## src/rtl/xfer_mailbox_pkg.sv

```systemverilog
package xfer_mailbox_pkg;

  typedef struct packed {
    logic stageHi;   // load staging register from host data
    logic publish;   // move staging + host data into visible words
    logic capHi;     // capture {flag, visible upper} into read register
    logic capLo;     // capture visible lower into read register
    logic capZero;   // capture zero (foreign address)
  } mboxStrobes_t;

endpackage

```

## src/rtl/xfer_mailbox_ctrl.sv

```systemverilog
module xfer_mailbox_ctrl
  import xfer_mailbox_pkg::*;
#(
  parameter int ADDR_W = 16,
  parameter logic [ADDR_W-1:0] HI_ADDR = 16'hFFFE,
  parameter logic [ADDR_W-1:0] LO_ADDR = 16'hFFFF
) (
  input  logic              clk,
  input  logic              rstN,
  input  logic              hostWrEn,
  input  logic              hostWrSel,
  input  logic              dspRdEn,
  input  logic [ADDR_W-1:0] dspRdAddr,
  output mboxStrobes_t      strobes,
  output logic              mailFull,
  output logic              newMail
);

  logic hitHi;
  logic hitLo;
  logic lowWrite;
  logic lowRead;
  logic flagNext;

  assign hitHi    = dspRdEn && (dspRdAddr == HI_ADDR);
  assign hitLo    = dspRdEn && (dspRdAddr == LO_ADDR);
  assign lowWrite = hostWrEn && hostWrSel;
  assign lowRead  = hitLo;

  always_comb begin
    strobes.stageHi = hostWrEn && !hostWrSel;
    strobes.publish = lowWrite;
    strobes.capHi   = hitHi;
    strobes.capLo   = hitLo;
    strobes.capZero = dspRdEn && !hitHi && !hitLo;
  end

  // Write has priority over the clearing read.
  always_comb begin
    flagNext = mailFull;
    if (lowRead)  flagNext = 1'b0;
    if (lowWrite) flagNext = 1'b1;
  end

  always_ff @(posedge clk) begin
    if (!rstN) begin
      mailFull <= 1'b0;
      newMail  <= 1'b0;
    end else begin
      mailFull <= flagNext;
      newMail  <= lowWrite;
    end
  end

endmodule

```

## src/rtl/xfer_mailbox_datapath.sv

```systemverilog
module xfer_mailbox_datapath
  import xfer_mailbox_pkg::*;
#(
  parameter int DATA_W = 16
) (
  input  logic              clk,
  input  logic              rstN,
  input  mboxStrobes_t      strobes,
  input  logic [DATA_W-1:0] hostWrData,
  input  logic              mailFull,
  output logic [DATA_W-1:0] dspRdData
);

  localparam int HI_PAY_W = DATA_W - 1;

  logic [HI_PAY_W-1:0] stageHi;
  logic [HI_PAY_W-1:0] visHi;
  logic [DATA_W-1:0]   visLo;

  always_ff @(posedge clk) begin
    if (!rstN) begin
      stageHi <= '0;
      visHi   <= '0;
      visLo   <= '0;
    end else begin
      if (strobes.stageHi) stageHi <= hostWrData[HI_PAY_W-1:0];
      if (strobes.publish) begin
        visHi <= stageHi;
        visLo <= hostWrData;
      end
    end
  end

  always_ff @(posedge clk) begin
    if (!rstN) begin
      dspRdData <= '0;
    end else if (strobes.capHi) begin
      dspRdData <= {mailFull, visHi};
    end else if (strobes.capLo) begin
      dspRdData <= visLo;
    end else if (strobes.capZero) begin
      dspRdData <= '0;
    end
  end

endmodule

```

## src/rtl/xfer_mailbox.sv

```systemverilog
module xfer_mailbox
  import xfer_mailbox_pkg::*;
#(
  parameter int DATA_W = 16,
  parameter int ADDR_W = 16,
  parameter logic [ADDR_W-1:0] HI_ADDR = 16'hFFFE,
  parameter logic [ADDR_W-1:0] LO_ADDR = 16'hFFFF
) (
  input  logic              clk,
  input  logic              rstN,
  input  logic              hostWrEn,
  input  logic              hostWrSel,
  input  logic [DATA_W-1:0] hostWrData,
  input  logic              dspRdEn,
  input  logic [ADDR_W-1:0] dspRdAddr,
  output logic [DATA_W-1:0] dspRdData,
  output logic              mailFull,
  output logic              newMail
);

  mboxStrobes_t strobes;

  xfer_mailbox_ctrl #(
    .ADDR_W (ADDR_W),
    .HI_ADDR(HI_ADDR),
    .LO_ADDR(LO_ADDR)
  ) u_ctrl (
    .clk      (clk),
    .rstN     (rstN),
    .hostWrEn (hostWrEn),
    .hostWrSel(hostWrSel),
    .dspRdEn  (dspRdEn),
    .dspRdAddr(dspRdAddr),
    .strobes  (strobes),
    .mailFull (mailFull),
    .newMail  (newMail)
  );

  xfer_mailbox_datapath #(
    .DATA_W(DATA_W)
  ) u_dp (
    .clk       (clk),
    .rstN      (rstN),
    .strobes   (strobes),
    .hostWrData(hostWrData),
    .mailFull  (mailFull),
    .dspRdData (dspRdData)
  );

endmodule

```

## config.mk

```make
export PLATFORM = sky130hd
export DESIGN_NAME = xfer_mailbox
export DESIGN_NICKNAME = d
export VERILOG_FILES = /design/src/rtl/xfer_mailbox_pkg.sv /design/src/rtl/xfer_mailbox_ctrl.sv /design/src/rtl/xfer_mailbox_datapath.sv /design/src/rtl/xfer_mailbox.sv
export SDC_FILE = /design/constraint.sdc
export NUM_CORES = 1
export LEC_CHECK = 0
export BUFFER_PORTS_ARGS = -buffer_cell sky130_fd_sc_hd__buf_2
export CAP_MARGIN = 20
export CORE_MARGIN = 3
export CORE_UTILIZATION = 30
export DETAILED_ROUTE_END_ITERATION = 10
export PLACE_DENSITY = 0.46
export SETUP_SLACK_MARGIN = 0.2
export SLEW_MARGIN = 20
export SYNTH_ARGS = -nofsm -noshare
export SYNTH_HDL_FRONTEND = slang
export SYNTH_SLANG_ARGS = --single-unit
```

## constraint.sdc

```tcl
create_clock -name clk -period 2.1 [get_ports clk]
set_clock_uncertainty 0.1 [all_clocks]
set_input_delay 0.105 -clock clk [delete_from_list [all_inputs] [get_ports clk]]
set_output_delay 0.105 -clock clk [all_outputs]
set_load 0.02 [all_outputs]
```

==> Yosys cells after proc, flatten, opt, wreduce, memory -nomap -nowiden <==
Index checks and enable logic that the tools add are counted.
{ "word_totals": {"ff_bits": 64, "elab_cells": 24, "out_inout_bits": 18, "inputBits": 37} }
{ "classes": {"n_reduce_logical": 11, "eq_ne": 2, "n_mux": 5} }
{ "op_table": {"columns": ["operator", "count"], "rows": [
  ["$mux 16", 3],
  ["$eq 16x16->1 const B", 2],
  ["$logic_and 1x1->1", 6],
  ["$logic_not 1->1", 3],
  ["$reduce_bool 3->1", 1],
  ["$mux 1", 2],
  ["$reduce_bool 2->1", 1]
]} }

==> Logic depth before layout (Yosys ltp) <==
{ "depth": {"word_depth": 8, "ltp_mapped": 5, "mapped_depth_nobuf": 3} }

==> Modules after synthesis <==
A second synthesis with hierarchy kept.
{ "unflattened": {"hier_cells": 262, "area_unflattened_um2": 2655.0} }
{ "by_module_without_submodules": {"columns": ["module", "area_per_inst_um2", "cells_each", "n_inst"], "rows": [
  ["xfer_mailbox_datapath", 2481.1, 238, 1],
  ["xfer_mailbox_ctrl", 173.9, 24, 1]
]} }

==> Worst setup path before layout <==
OpenSTA, ideal clock, no wires.
{ "synth_timing": {"kind": "in2reg", "start": "input dspRdAddr[11]", "end": "register u_dp.dspRdData[10]", "arrival_ns": 1.192, "required_ns": 1.914, "n_path_buf": 2, "setup_slack_ns": 0.723, "path_stages": 5, "path_cell_list": "nand4_1 > or4_1 > buf_6 > buf_12 > o31ai_2"} }
{ "synth_between": {"elab_chain_cells": 6, "word_cells_on_any_way": 11, "cone_classes": "2 x eq/ne; 2 x mux; 7 x reduce/logical"} }
{ "synth_lines": {"columns": ["item", "line_no", "source"], "rows": [
  ["from (decl)", "xfer_mailbox.sv:15", "input logic [ADDR_W-1:0] dspRdAddr,"],
  ["$eq 16x16->1", "xfer_mailbox_ctrl.sv:25", "assign hitHi = dspRdEn && (dspRdAddr == HI_ADDR);"],
  ["$logic_and 1x1->1", "xfer_mailbox_ctrl.sv:25", null],
  ["$logic_not 1->1", "xfer_mailbox_ctrl.sv:35", "strobes.capZero = dspRdEn && !hitHi && !hitLo;"],
  ["$logic_and 1x1->1 (2 in a row)", "xfer_mailbox_ctrl.sv:35", null],
  ["$reduce_bool 3->1 (no line)", null, null],
  ["to (signal assigned)", "xfer_mailbox_datapath.sv:38", "dspRdData <= {mailFull, visHi};"],
  ["to (signal assigned)", "xfer_mailbox_datapath.sv:40", "dspRdData <= visLo;"],
  ["to (decl)", "xfer_mailbox_datapath.sv:11", "output logic [DATA_W-1:0] dspRdData"]
]} }
Several ways; a longest one is shown, not always the timed one.
A chain may end at the register's enable or synchronous reset.

==> Worst setup path in the final report <==
{ "layout_timing": {"start": "input hostWrSel", "end": "register u_dp.stageHi[5]"} }
{ "layout_between": {"elab_chain_cells": 2} }
{ "layout_lines": {"columns": ["item", "line_no", "source"], "rows": [
  ["from (decl)", "xfer_mailbox.sv:12", "input logic hostWrSel,"],
  ["$logic_not 1->1", "xfer_mailbox_ctrl.sv:31", "strobes.stageHi = hostWrEn && !hostWrSel;"],
  ["$logic_and 1x1->1", "xfer_mailbox_ctrl.sv:31", null],
  ["to (signal assigned)", "xfer_mailbox_datapath.sv:26", "if (strobes.stageHi) stageHi <= hostWrData[HI_PAY_W-1:0];"],
  ["to (decl)", "xfer_mailbox_datapath.sv:16", "logic [HI_PAY_W-1:0] stageHi;"]
]} }
Every way passes these cells.

==> flow_summary_export.csv <==
group,metric,value,unit
run_status,status,"finished clean",
final_layout,fin_area,0.00326,mm^2
timing,grt_setup_unrepaired,"no",
logic_synthesis,yosys-top-cells-count,"nand2_1 (111), dfxtp_1 (64), a21boi_0 (46)",
setup_path,cp-end-kind,"register",
pwr,p_comb_frac,0.088,
pwr,clock_power_share,0.378,
die,dieHeight,98.2,um
pwr,switching_share,0.240,
pwr,peakVddDrop,0.274,mV
worst_hold_path,hold_path.class,"in -> reg",
setup_path,critPathMaxFanout,15,
logic_synthesis,syn_area_per_cell,8.96,um^2
worst_hold_path,hold_end,"u_dp.dspRdData[2]",
clocking,clk_latency,0.33,ns
drt,first_pass_iters,6,
clocking,clockRootBuffer,"clkbuf_8",
logic_synthesis,yosys.area.top_type,"dfxtp_1",
drt,drtAntennaViolNets,0,
drt,num_vias,2033,
setup_path,worstPathArrival,1.61,ns
setup_path,crit_type,"in -> reg",
final_layout,syn_to_final_growth,27.5,%
setup_path,rrSetupSlack,1.21,ns
pwr,seqPwrFrac,0.534,
grt,groute.usage.overall,0.130,
clocking,clock_sinks,64,
logic_synthesis,syn_inst,285,
clocking,path_clk_slew,0.06,ns
clocking,cts_setup_buffers,0,
final_layout,fillCellCount,883,
logic_synthesis,synth_flop_cell,"dfxtp_1",
place,hpwl,3910,um
clocking,cts_resized,0,
timing,worstMarginPinSlew,0.731,ns
timing,timing.slew.headroom,0.511,
setup_path,r2r-start,"u_dp.visLo[4]",
timing,setup_viol,0,
die,dieArea,0.00965,mm^2
timing,max_freq,0.685,GHz
setup_path,regToRegEndpoint,"u_dp.dspRdData[4]",
grt,grt_pass1_wl,9920,um
pwr,p_leak,0.00130,uW
worst_hold_path,min_from,"dspRdEn",
pwr,switchingPower,569,uW
logic_synthesis,synthesis.nets,322,
clocking,cts_buffers,9,
place,dp.cells,429,
logic_synthesis,yosysWarnings,0,
pwr,power_per_cell_area,727,mW/mm^2
timing,hold_viol,0,
setup_path,cp_data_required_time,2.25,ns
drt,wl_per_cell,12.8,um
final_layout,layout.nets,390,
place,placement.cell_area,0.00291,mm^2
worst_hold_path,whs_path_depth,4,
die,rows,33,
setup_path,rr_worst_depth,2,
place,port_buffers,54,
grt,grt_max_degree,50,
logic_synthesis,synth_edf_count,0,
grt,grt_pass1_vias,2010,
drt,drc_errors,0,
grt,antenna_found_initial,0,
drt,drt_wl_total,5950,um
timing,post-route-min-period,1.46,ns
drt,dr.first_iter.drc_count,58,
timing,slew_viol_final,0,
final_layout,layout-drive-gt1-share,0.240,
die,io_pins,55,
logic_synthesis,ys_top_cells_by_area,"dfxtp_1 (50%), nand2_1 (16%), a21boi_0 (14%)",
logic_synthesis,synth.distinct_cells,18,
pwr,power.internal,1800,uW
logic_synthesis,yosysMostFrequentCell,"nand2_1",
logic_synthesis,syn_area,0.00255,mm^2
timing,hold_ws,0.118,ns
final_layout,antennaDiodeCount,0,
flow_run,max_cap_viol_count,0,
clocking,cts_tree,"yes",
logic_synthesis,ys_ff_latch,64,
place,gp_congestion,0.658,
clocking,postCtsHoldBufs,18,
clocking,ctsLongestPathBuffers,2,
logic_synthesis,post-synth-top-area-fraction,0.502,
timing,fin_crit_sh,0.695,
grt,grt.overflow.total,0,
die,core,0.00826,mm^2
die,die_x,98.2,um
drt,viasPerCell,4.39,
logic_synthesis,seq_area_frac_synth,0.502,
final_layout,fin_util,0.394,
timing,finalSetupTns,0,ns
final_layout,final_cells,463,
clocking,htreeDepth,3,
setup_path,start_kind,"input pin",
die,start_util,0.309,
logic_synthesis,ys_async_sr_fraction,0,
[per-stage QoR]
| stage | setup WS [ns] | power (uW) |
|---|---|---|
| final | 0.640 | 2370 |
| after global routing | 0.473 | 2490 |
| after CTS | 0.621 | 2420 |
| after detailed placement | 0.367 | 1480 |
| after global placement | 0.402 | 1480 |
| after floorplan | 0.723 | 1400 |
[registers in the layout (all words and copies together) (netlist names)]
signal,cells
u_dp.visHi,15
u_ctrl.mailFull,1
u_dp.visLo,16
u_ctrl.newMail,1
u_dp.dspRdData,16
u_dp.stageHi,15
[area by class of cell]
type	count	area (um^2)	share of cell area
Tap cell	105	131	0.0404
Clock inverter	4	20.0	0.00615
Timing Repair Buffer	78	508	0.156
Multi-Input combinational cell	200	1170	0.359
Sequential cell	64	1280	0.394
Clock buffer	12	145	0.0446
[logic make-up after synthesis]
kind of cell    after synthesis  synth area share
mux                          16            0.0627
flops                        64             0.502
compound gates               63             0.206
simple gates                121             0.188
buf+inv                      21            0.0407
[layer usage]
layer  global-route usage  routed length, um  vias to the layer above
met5                    0                  0                        -
met4               0.0630                118                        0
met3               0.0264                266                        9
met2                0.197               2550                       42
met1                0.176               3010                      897
li1                     -                  -                     1085
[power groups by stage]
| stage | sequential, uW | clock (uW) | combinational [uW] |
|---|---|---|---|
| after floorplan | 1290 | 0 | 106 |
| after global routing | 1270 | 988 | 237 |
| after detailed placement | 1290 | 0 | 187 |
| after CTS | 1260 | 940 | 212 |
| final | 1260 | 895 | 209 |
| after global placement | 1290 | 0 | 187 |
[layout by cell type, fill, tap and decap left out, drive strengths merged]
cell / netlist / final
a21boi: 46 / 46
o31ai: 16 / 16
or4: 1 / 1
and3: 1 / 1
clkbuf: 16 / 12
dfxtp: 64 / 64
dlygate4sd3: 0 / 18
clkinv: 0 / 4
nand2b: 1 / 1
and2: 1 / 1
mux2i: 16 / 16
nand2: 111 / 111
buf: 5 / 60
nand4: 4 / 4
o221a: 1 / 1
nor2b: 2 / 2
[critical path, stage by stage]
cell	delay, ns
dlygate4sd3_1	0.52
buf_2	0.13
nand2b_1	0.56
nand2_1	0.10
a21boi_0	0.19
[worst max-delay path by stage]
stage	start	endpoint	slack (ns)	cells past startpoint
after floorplan	dspRdAddr[11]	u_dp.dspRdData[10]	0.72	5
after global placement	rstN	u_dp.dspRdData[13]	0.40	4
after detailed placement	rstN	u_dp.dspRdData[0]	0.37	4
after CTS	hostWrSel	u_dp.stageHi[5]	0.62	5
after global routing	hostWrSel	u_dp.stageHi[3]	0.47	5
final	hostWrSel	u_dp.stageHi[5]	0.64	5
Note: power is estimated with default switching activity, not from simulation.
